<file path="config.mk">
export PLATFORM = sky130hd
export DESIGN_NAME = bank_refresh_sched
export DESIGN_NICKNAME = d
export VERILOG_FILES = /design/src/rtl/rs_pkg.sv /design/src/rtl/rs_interval_timer.sv /design/src/rtl/rs_bank_slot.sv /design/src/rtl/rs_picker.sv /design/src/rtl/bank_refresh_sched.sv
export SDC_FILE = /design/constraint.sdc
export NUM_CORES = 1
export LEC_CHECK = 0
export ABC_AREA = 0
export BUFFER_PORTS_ARGS = -buffer_cell sky130_fd_sc_hd__buf_2
export CAP_MARGIN = 0
export CELL_PAD_IN_SITES_DETAIL_PLACEMENT = 1
export CELL_PAD_IN_SITES_GLOBAL_PLACEMENT = 1
export CORE_ASPECT_RATIO = 1.75
export CORE_MARGIN = 2
export CORE_UTILIZATION = 49
export DETAILED_ROUTE_END_ITERATION = 7
export PLACE_DENSITY = 0.88
export SKIP_CTS_REPAIR_TIMING = 1
export SLEW_MARGIN = 0
export SYNTH_ARGS = -nofsm -noshare
export SYNTH_HDL_FRONTEND = slang
export SYNTH_SLANG_ARGS = --single-unit
</file>
<file path="constraint.sdc">
create_clock -name clk -period 20.1 [get_ports clk]
set_input_delay 5.025 -clock clk [delete_from_list [all_inputs] [get_ports clk]]
set_output_delay 5.025 -clock clk [all_outputs]
set_load 0.01 [all_outputs]
</file>
<file path="src/rtl/rs_pkg.sv">
package rs_pkg;

  typedef enum logic {
    SEL_ROTATE    = 1'b0,
    SEL_OCCUPANCY = 1'b1
  } sel_mode_e;

  // Owed-count update for one cycle: +1 on tick (saturating), -1 on issue.
  function automatic int unsigned owed_next(input int unsigned cur,
                                            input logic tick,
                                            input logic issue,
                                            input int unsigned max_val);
    int unsigned r;
    r = cur;
    if (tick && !issue && cur != max_val) r = cur + 1;
    else if (!tick && issue && cur != 0) r = cur - 1;
    return r;
  endfunction

endpackage

</file>
<file path="src/rtl/rs_interval_timer.sv">
module rs_interval_timer #(
  parameter int unsigned INTERVAL = 64
) (
  input  logic clk,
  input  logic rst_n,
  output logic tick
);
  localparam int unsigned CW = (INTERVAL > 1) ? $clog2(INTERVAL) : 1;
  localparam logic [CW-1:0] LAST = CW'(INTERVAL - 1);

  logic [CW-1:0] cnt_q;

  assign tick = (cnt_q == LAST);

  always_ff @(posedge clk) begin
    if (!rst_n)     cnt_q <= '0;
    else if (tick)  cnt_q <= '0;
    else            cnt_q <= cnt_q + 1'b1;
  end

  // ticks are separated by the interval, never back to back
  p_tick_spacing_r1: assert property (@(posedge clk) disable iff (!rst_n)
    tick |=> !tick);

endmodule

</file>
<file path="src/rtl/rs_bank_slot.sv">
module rs_bank_slot #(
  parameter int unsigned OWE_W     = 4,
  parameter int unsigned OWE_LIMIT = 8,
  parameter int unsigned BUSY_CYC  = 12
) (
  input  logic             clk,
  input  logic             rst_n,
  input  logic             tick,
  input  logic             issue,
  output logic [OWE_W-1:0] owed,
  output logic             forced,
  output logic             busy
);
  localparam int unsigned OWE_MAX = (1 << OWE_W) - 1;
  localparam int unsigned BW      = $clog2(BUSY_CYC + 1);

  logic [OWE_W-1:0] owed_q;
  logic [BW-1:0]    busy_q;

  always_ff @(posedge clk) begin
    if (!rst_n) owed_q <= '0;
    else        owed_q <= OWE_W'(rs_pkg::owed_next(int'(owed_q), tick, issue, OWE_MAX));
  end

  always_ff @(posedge clk) begin
    if (!rst_n)              busy_q <= '0;
    else if (issue)          busy_q <= BW'(BUSY_CYC);
    else if (busy_q != '0)   busy_q <= busy_q - 1'b1;
  end

  assign owed   = owed_q;
  assign busy   = (busy_q != '0);
  assign forced = (owed_q >= OWE_W'(OWE_LIMIT));

  // an accepted refresh hits a bank that owes one and is idle
  p_issue_legal_r2: assert property (@(posedge clk) disable iff (!rst_n)
    issue |-> (owed_q != '0) && !busy);

  // acceptance makes the bank busy in the following cycle
  p_busy_after_issue_r3: assert property (@(posedge clk) disable iff (!rst_n)
    issue |=> busy);

endmodule

</file>
<file path="src/rtl/rs_picker.sv">
module rs_picker #(
  parameter int unsigned NUM_BANKS = 4,
  parameter int unsigned CNT_W     = 4,
  parameter int unsigned OWE_W     = 4,
  parameter int unsigned BANK_W    = 2
) (
  input  logic                       clk,
  input  logic                       rst_n,
  input  logic                       sel_occupancy,
  input  logic                       drain_mode,
  input  logic [NUM_BANKS*CNT_W-1:0] pend_cnt,
  input  logic [NUM_BANKS*OWE_W-1:0] owed_flat,
  input  logic [NUM_BANKS-1:0]       forced,
  input  logic [NUM_BANKS-1:0]       busy,
  input  logic [BANK_W-1:0]          rr_ptr,
  output logic                       pick_valid,
  output logic [BANK_W-1:0]          pick_bank
);
  localparam int unsigned KEY_W = 1 + CNT_W + OWE_W;

  // Larger key wins: forced first, then fewer pending, then more owed.
  function automatic logic [KEY_W-1:0] rank_key(input logic f,
                                                input logic [CNT_W-1:0] p,
                                                input logic [OWE_W-1:0] o);
    return {f, ~p, o};
  endfunction

  logic [NUM_BANKS-1:0] elig_occ;
  logic [NUM_BANKS-1:0] elig_rot;
  logic [KEY_W-1:0]     key [NUM_BANKS];

  for (genvar b = 0; b < NUM_BANKS; b++) begin : g_bank
    logic [CNT_W-1:0] p_b;
    logic [OWE_W-1:0] o_b;
    assign p_b         = pend_cnt[b*CNT_W +: CNT_W];
    assign o_b         = owed_flat[b*OWE_W +: OWE_W];
    assign elig_rot[b] = (o_b != '0) && !busy[b];
    assign elig_occ[b] = elig_rot[b] && (drain_mode || (p_b == '0) || forced[b]);
    assign key[b]      = rank_key(forced[b], p_b, o_b);
  end

  always_comb begin
    logic [KEY_W-1:0] best;
    best       = '0;
    pick_valid = 1'b0;
    pick_bank  = '0;
    if (sel_occupancy) begin
      for (int b = 0; b < NUM_BANKS; b++) begin
        if (elig_occ[b] && (!pick_valid || key[b] > best)) begin
          pick_valid = 1'b1;
          pick_bank  = BANK_W'(b);
          best       = key[b];
        end
      end
    end else begin
      pick_valid = elig_rot[rr_ptr];
      pick_bank  = rr_ptr;
    end
  end

  // outside drain, a non-forced occupancy pick has an empty queue
  p_idle_queue_only_r4: assert property (@(posedge clk) disable iff (!rst_n)
    (pick_valid && sel_occupancy && !drain_mode && !forced[pick_bank])
      |-> (pend_cnt[pick_bank*CNT_W +: CNT_W] == '0));

endmodule

</file>
<file path="src/rtl/bank_refresh_sched.sv">
module bank_refresh_sched #(
  parameter int unsigned NUM_BANKS = 4,
  parameter int unsigned CNT_W     = 4,
  parameter int unsigned INTERVAL  = 64,
  parameter int unsigned BUSY_CYC  = 12,
  parameter int unsigned OWE_LIMIT = 8,
  parameter int unsigned OWE_W     = 4,
  localparam int unsigned BANK_W   = (NUM_BANKS > 1) ? $clog2(NUM_BANKS) : 1
) (
  input  logic                       clk,
  input  logic                       rst_n,
  input  logic                       sel_occupancy,
  input  logic                       drain_mode,
  input  logic [NUM_BANKS*CNT_W-1:0] pend_cnt,
  input  logic                       slot_grant,
  output logic                       ref_req,
  output logic [BANK_W-1:0]          ref_bank,
  output logic [NUM_BANKS-1:0]       bank_busy
);
  import rs_pkg::*;

  function automatic logic [BANK_W-1:0] step_ptr(input logic [BANK_W-1:0] p);
    return (p == BANK_W'(NUM_BANKS - 1)) ? '0 : p + 1'b1;
  endfunction

  logic                       tick;
  logic                       accept;
  logic [NUM_BANKS-1:0]       issue_vec;
  logic [NUM_BANKS-1:0]       forced;
  logic [NUM_BANKS*OWE_W-1:0] owed_flat;
  logic [BANK_W-1:0]          rr_ptr_q;
  sel_mode_e                  mode;

  assign mode   = sel_mode_e'(sel_occupancy);
  assign accept = ref_req && slot_grant;

  rs_interval_timer #(.INTERVAL(INTERVAL)) u_timer (
    .clk   (clk),
    .rst_n (rst_n),
    .tick  (tick)
  );

  for (genvar b = 0; b < NUM_BANKS; b++) begin : g_slot
    assign issue_vec[b] = accept && (ref_bank == BANK_W'(b));
    rs_bank_slot #(
      .OWE_W     (OWE_W),
      .OWE_LIMIT (OWE_LIMIT),
      .BUSY_CYC  (BUSY_CYC)
    ) u_slot (
      .clk    (clk),
      .rst_n  (rst_n),
      .tick   (tick),
      .issue  (issue_vec[b]),
      .owed   (owed_flat[b*OWE_W +: OWE_W]),
      .forced (forced[b]),
      .busy   (bank_busy[b])
    );
  end

  rs_picker #(
    .NUM_BANKS (NUM_BANKS),
    .CNT_W     (CNT_W),
    .OWE_W     (OWE_W),
    .BANK_W    (BANK_W)
  ) u_pick (
    .clk           (clk),
    .rst_n         (rst_n),
    .sel_occupancy (sel_occupancy),
    .drain_mode    (drain_mode),
    .pend_cnt      (pend_cnt),
    .owed_flat     (owed_flat),
    .forced        (forced),
    .busy          (bank_busy),
    .rr_ptr        (rr_ptr_q),
    .pick_valid    (ref_req),
    .pick_bank     (ref_bank)
  );

  always_ff @(posedge clk) begin
    if (!rst_n)                          rr_ptr_q <= '0;
    else if (accept && mode == SEL_ROTATE) rr_ptr_q <= step_ptr(rr_ptr_q);
  end

  // an offered bank is never one already refreshing
  p_offer_not_busy_r3: assert property (@(posedge clk) disable iff (!rst_n)
    ref_req |-> !bank_busy[ref_bank]);

  // an idle bank at the forcing limit always yields an offer
  p_forced_offer_r6: assert property (@(posedge clk) disable iff (!rst_n)
    (sel_occupancy && |(forced & ~bank_busy)) |-> ref_req);

  // the offered bank owes at least one refresh
  p_offer_owes_r2: assert property (@(posedge clk) disable iff (!rst_n)
    ref_req |-> (owed_flat[ref_bank*OWE_W +: OWE_W] != '0));

  // in rotating mode the offer is always the pointer bank
  p_rotate_ptr_r7: assert property (@(posedge clk) disable iff (!rst_n)
    (ref_req && !sel_occupancy) |-> (ref_bank == rr_ptr_q));

endmodule

</file>
==> flow_summary.yaml, run 1 <==
outcome:
  status: "finished clean"
pwr:
  combPwrFrac: 0.345
  p_sw_mw: 0.0975
  ir_drop_mv: 0.0344
  clkPwrFrac: 0.289
  p_per_area_nw_per_um2: 75.7
  sw_frac_of_total: 0.349
  seqPwrFrac: 0.366
  power_leakage_nw: 1.69
  p_int_mw: 0.182
  power.total_mw: 0.279
global_route:
  grt_overflow: 0
  grt_max_degree: 37
  grt_pass1_wl_um: 15400
  track_usage: 0.262
  antenna_found_initial: 0
  grt_pass1_vias: 3300
worst_setup_path:
  r2r.worst_path.cells: 33
  required_ps: 15070
  reg2reg_to: "g_slot[1].u_slot.owed[3]"
  crit_fanout: 17
  worstSetupStartpointType: "primary input"
  reg2reg_slack_ps: 11090
  worstSetupEndpoint: "ref_bank[0]"
  arrival_ps: 11750
  r2r-start: "g_slot[0].u_slot.busy_q[0]"
  critPathLaunch: "pend_cnt[1]"
  crit_path_end_kind: "output pin"
  criticalPathCategory: "in2out"
cts:
  cts_buffers: 5
  cts_tree: "built"
  cts.sinks: 40
  htreeDepth: 2
  cts_root_buf: "clkbuf_16"
  insertion_delay_ps: 280
  clk_pin_slew_worst_paths_ps: 60
  clock_path_buffers: 2
sta:
  fmax_mhz: 59.6
  rsz0062_at_grt: "false"
  setup_viol: 0
  tns_ps: 0
  tightest_slew_ps: 1210
  slew_headroom: 0.186
  drv_slew: 0
  hold_ws_ps: 456
  min_period_over_period: 0.835
  finalHoldViolations: 0
  clock_skew_ps: 4.22
  post-route-min-period_ps: 16780
yosys:
  synth_warnings: 0
  yosysTopAreaCell: "dfxtp_1"
  syn_avg_cell_area_um2: 8.12
  synthArstFlopShare: 0
  synth.net_count: 486
  synth.yosys.seq_area_share: 0.235
  ys_top_cells_by_area: "dfxtp_1 23%, ha_1 15%, nand2_1 6.1%, mux2i_1 5.3%, a21oi_1 4.8%"
  postSynthCellCount: 420
  synth_flop_cell: "dfxtp_1"
  ys_ff_latch: 40
  synth-edff-count: 0
  syn_area_um2: 3410
  yosysUniqueCellTypes: 57
  synth_top_area_frac: 0.235
floorplanning:
  die_y_um: 114
  core_um2: 6810
  dieArea_um2: 7670
  die_w_um: 67.1
  io_pins: 28
  rows: 40
  start_util: 0.501
placement:
  dpl.hpwl_um: 7450
  place_inst: 510
  portBuffers: 27
  gp_congestion: 0.873
layout:
  drive_gt1_frac: 0.111
  area_delta_synth_final_pct: 8.14
  fin_nets: 499
  final_cell_count_no_fill: 518
  fill_cells: 899
  diodes: 0
routing:
  wl_um: 9170
  detail_route.iter0.violations: 101
  drtPass1Iterations: 4
  route.antenna.remaining_nets: 0
  route.detailed.drc: 0
  avgViaCountPerCell: 5.96
  vias: 3089
  wl_per_cell_um: 17.7
min_path:
  hp-class: "reg2reg"
run:
  drv_cap: 0
[state kept, by name, indices dropped and copies added, names as in the netlist]
signal                cells
g_slot.u_slot.busy_q     16
g_slot.u_slot.owed       16
rr_ptr_q                  2
u_timer.cnt_q             6
[cells in the mapped netlist (2+ instances only)]
cell,n
nor3b_1,2
nand2b_1,16
inv_1,27
o311a_1,3
dfxtp_1,40
a21o_1,6
nand3_1,8
fa_1,4
xnor2_1,8
nor4_1,6
a21oi_1,33
nand3b_1,4
clkbuf_1,12
and3_1,3
nor2_1,39
o22ai_1,2
o21ai_0,13
a21boi_0,2
a41oi_1,4
xor2_1,5
nor3_1,4
o31ai_1,3
or3_1,7
mux2i_4,2
and4_1,3
a31oi_1,5
buf_4,5
nand2_1,55
nor2b_1,3
buf_2,3
nand4_1,3
a211oi_1,4
mux2i_1,18
or4_1,5
ha_1,41
[cell families after synthesis]
logic type	after synthesis	synth area share
muxes	23	0.0799
AOI/OAI and AO/OA	88	0.179
and+or+nand+nor	163	0.238
xor gates and xnor gates	13	0.0334
adders and majority gates	45	0.174
buffers and inverters	48	0.0616
DFF	40	0.235
[layout by cell type, fill, tap and decap left out, types with 5 or more instances in the layout]
cell type  Yosys  final
a21o_1         6      6
a21oi_1       33     33
a31oi_1        5      5
buf_2          3     27
clkbuf_16      0      5
dfxtp_1       40     40
ha_1          41     41
inv_1         27     27
mux2i_1       18     18
nand2_1       55     55
nand2b_1      16     16
nand3_1        8      8
nor2_1        39     39
nor4_1         6      6
o21ai_0       13     13
or3_1          7      7
or4_1          5      5
xnor2_1        8      8
xor2_1         5      5
[layer usage]
metal,part of all wire,GRT usage,vias to the layer above,wire (um)
met3,0.023,0.0324,26,212
met5,0,0,-,0
met2,0.56,0.490,66,5120
met1,0.38,0.284,1487,3510
li1,-,-,1510,-
met4,0.035,0.109,0,318
[power groups by stage]
stage / Combinational, mW / Clock [mW] / Sequential (mW)
6_report: 0.0963 / 0.0808 / 0.102
5_1_grt: 0.107 / 0.0862 / 0.104
4_1_cts: 0.0973 / 0.0818 / 0.103
3_5_place_dp: 0.0959 / 0 / 0.104
3_3_place_gp: 0.0904 / 0 / 0.103
2_1_floorplan: 0.0791 / 0 / 0.101
[worst max-delay path: stages]
cell,delay [ps]
buf_2,100
or4_4,540
a211oi_4,560
nand2_1,180
ha_1,320
and4_1,200
a21oi_1,180
o31ai_1,120
a31oi_1,970
nor2_1,140
a21oi_1,230
ha_1,300
and4_1,230
nor2b_1,130
o311a_1,340
o21ai_4,370
o21ai_0,160
ha_1,320
a21o_1,190
a21o_1,170
a221o_1,350
a31oi_2,280
o22ai_1,180
buf_2,170
[stage by stage]
stage | instance area (um2) | util | setup slack [ps]
after floorplan | 3410 | - | 4440
after global placement | 3540 | 0.521 | 3620
after detailed placement | 3540 | 0.521 | 3390
after CTS | 3690 | 0.542 | 3390
after global routing | 3690 | 0.542 | 2780
final | 3690 | 0.542 | 3320
[layout make-up]
| type | count | area, um2 | share of cell area |
|---|---|---|---|
| Clock buffer | 8 | 146 | 0.0397 |
| Inverter | 27 | 101 | 0.0275 |
| Multi-Input combinational cell | 332 | 2400 | 0.651 |
| Sequential cell | 40 | 801 | 0.217 |
| Tap cell | 84 | 105 | 0.0285 |
| Timing Repair Buffer | 27 | 135 | 0.0366 |
[how the worst min path moves through the flow]
| stage | startpoint | depth (start not counted) | to |
|---|---|---|---|
| 2_1_floorplan | u_timer.cnt_q[0] | 1 | u_timer.cnt_q[0] |
| 3_3_place_gp | u_timer.cnt_q[0] | 1 | u_timer.cnt_q[0] |
| 3_5_place_dp | u_timer.cnt_q[0] | 1 | u_timer.cnt_q[0] |
| 4_1_cts | u_timer.cnt_q[0] | 1 | u_timer.cnt_q[0] |
| 5_1_grt | u_timer.cnt_q[0] | 1 | u_timer.cnt_q[0] |
| 6_report | u_timer.cnt_q[0] | 1 | u_timer.cnt_q[0] |
Power figures use the tool's default switching activity.
==> run 2, diff against run 1 <==
Settings changed: ABC_AREA 0 to 1, CORE_UTILIZATION 49 to 44, PLACE_DENSITY 0.88 to 0.83.
Clock period 20.1 ns to 15.85 ns, I/O delays scaled along.
==> run 2 against run 1 <==
Effect of this change:
- cell count up 23%
- utilization decreased by 4.5 points
- power increased by 82%
- largest cell class unchanged
==> flow_summary.yaml, run 2 <==
global_route:
  met1_usage: 0.223
  grt_max_degree: 22
  grt.busiest_layer: "met2"
  antenna_found_initial: 0
  grtUsageMet2: 0.476
  track_usage: 0.234
  grt_pass1_wl_um: 16200
  use_met3: 0.0304
  grt_overflow: 0
  grt_pass1_vias: 3689
layout:
  fin_nets: 613
  diodes: 0
  area_delta_synth_final_pct: 10.1
  multiInputGateArea_um2: 2370
  fill_cells: 1052
  final_cell_mix: "124 x nand2_1, 79 x inv_1, 47 x nor2_1"
  drive_gt1_frac: 0.137
  mostFrequentLayoutCell: "nand2_1"
  regArea_um2: 801
sta:
  tns_ps: 0
  hold_ws_ps: 456
  fmax_mhz: 77.2
  slew_headroom: 0.711
  clock_skew_ps: 8.20
  post-route-min-period_ps: 12950
  setup_viol: 0
  finalHoldViolations: 0
  setup_ws_ps: 2900
  drv_slew: 0
  min_period_over_period: 0.817
  rsz0062_at_grt: "false"
  tightest_slew_ps: 433
placement:
  place_ws_ps: 2810
  dpl.hpwl_um: 7650
  portBuffers: 27
  gp_congestion: 0.852
floorplanning:
  io_pins: 28
  die_y_um: 123
  start_util: 0.452
  die_w_um: 71.9
  core_um2: 7860
  rows: 43
  dieArea_um2: 8830
worst_setup_path:
  cpMaxStageDelayCell: "or2_2"
  r2r-start: "g_slot[0].u_slot.busy_q[0]"
  critPathLaunch: "pend_cnt[1]"
  arrival_ps: 8990
  criticalPathCategory: "in2out"
  reg2reg_to: "g_slot[2].u_slot.owed[3]"
  required_ps: 11890
  crit_path_end_kind: "output pin"
  r2r.worst_path.cells: 48
  worstSetupEndpoint: "ref_bank[0]"
  slowest_delay_ps: 350
  worstSetupStartpointType: "primary input"
  cp_common_cell: "nand2_1"
  crit_fanout: 20
  reg2reg_slack_ps: 8810
run:
  drv_cap: 0
yosys:
  synth_flop_cell: "dfxtp_1"
  synth-edff-count: 0
  synth_common_cells: "124 x nand2_1, 79 x inv_1, 47 x nor2_1"
  synth_warnings: 0
  yosysUniqueCellTypes: 36
  ys_ff_latch: 40
  syn_avg_cell_area_um2: 6.75
  synth.yosys.seq_area_share: 0.226
  synth_top_area_frac: 0.226
  synth.net_count: 592
  yosysTopAreaCell: "dfxtp_1"
  syn_area_um2: 3550
  synthArstFlopShare: 0
  yosys.cell_count.top_type: "nand2_1"
  ys_top_cells_by_area: "dfxtp_1 23%, ha_1 14%, nand2_1 13%, inv_1 8.4%, a21oi_1 5.1%"
  postSynthCellCount: 526
cts:
  insertion_delay_ps: 290
  cts.sinks: 40
  htreeDepth: 2
  cts_root_buf: "clkbuf_16"
  clock_path_buffers: 2
  clk_pin_slew_worst_paths_ps: 50
  cts_tree: "built"
  cts_buffers: 5
routing:
  wl_per_cell_um: 14.8
  vias: 3497
  avgViaCountPerCell: 5.48
  detail_route.iter0.violations: 80
  route.antenna.remaining_nets: 0
  drtPass1Iterations: 4
  route.detailed.drc: 0
  wl_um: 9460
pwr:
  power.total_mw: 0.508
  power_leakage_nw: 1.97
  p_per_area_nw_per_um2: 130
  ir_drop_mv: 0.0982
outcome:
  status: "finished clean"
min_path:
  hp-class: "reg2reg"
==> run 2: where the power goes <==
group	internal, mW	total [mW]	switching [mW]	leakage (nW)
Combinational	0.0884	0.238	0.149	1.55
Sequential	0.122	0.145	0.0230	0.327
Clock	0.0829	0.125	0.0417	0.0901
==> run 2: kinds of logic (layout without fill, tap and decap cells) <==
family | after synthesis | after routing | synth area share
simple gates | 250 | 250 | 0.344
buf+inv | 95 | 117 | 0.108
compound gates | 91 | 91 | 0.144
fa+ha+maj | 45 | 45 | 0.167
flops | 40 | 40 | 0.226
xor+xnor | 5 | 5 | 0.0123
==> run 2: cell type report <==
| class | instances | share of cell area |
|---|---|---|
| Sequential cell | 40 | 0.205 |
| Tap cell | 90 | 0.0288 |
| Clock buffer | 7 | 0.0391 |
| Clock inverter | 1 | 0.00768 |
| Inverter | 82 | 0.0794 |
| Timing Repair Buffer | 27 | 0.0346 |
| Multi-Input combinational cell | 391 | 0.606 |
==> run 2: metrics by stage <==
| stage | std cells | cell area [um2] | utilization |
|---|---|---|---|
| detailed placement | 630 | 3720 | 0.474 |
| floorplan | 526 | 3550 | - |
| global placement | 630 | 3720 | 0.474 |
| global route | 638 | 3910 | 0.497 |
| finish | 638 | 3910 | 0.497 |
| CTS | 638 | 3910 | 0.497 |
==> run 2: worst min-delay path by stage <==
stage	startpoint	to	cells past startpoint
CTS	g_slot[2].u_slot.busy_q[0]	g_slot[2].u_slot.busy_q[0]	2
global route	g_slot[3].u_slot.busy_q[0]	g_slot[3].u_slot.busy_q[0]	2
finish	g_slot[2].u_slot.busy_q[0]	g_slot[2].u_slot.busy_q[0]	2
detailed placement	g_slot[2].u_slot.busy_q[0]	g_slot[2].u_slot.busy_q[0]	2
global placement	u_timer.cnt_q[0]	u_timer.cnt_q[0]	1
floorplan	u_timer.cnt_q[0]	u_timer.cnt_q[0]	1
==> run 2: critical path: cells and delay by family <==
family | cells | cell delay [ps]
buf+inv | 4 | 580
fa+ha+maj | 3 | 970
compound gates | 4 | 530
simple gates | 27 | 2910
==> run 2: routing by layer <==
layer	part of all wire	vias to the layer above
li1	-	1761
met3	0.027	18
met1	0.37	1663
met4	0.027	0
met2	0.57	55
met5	0	-
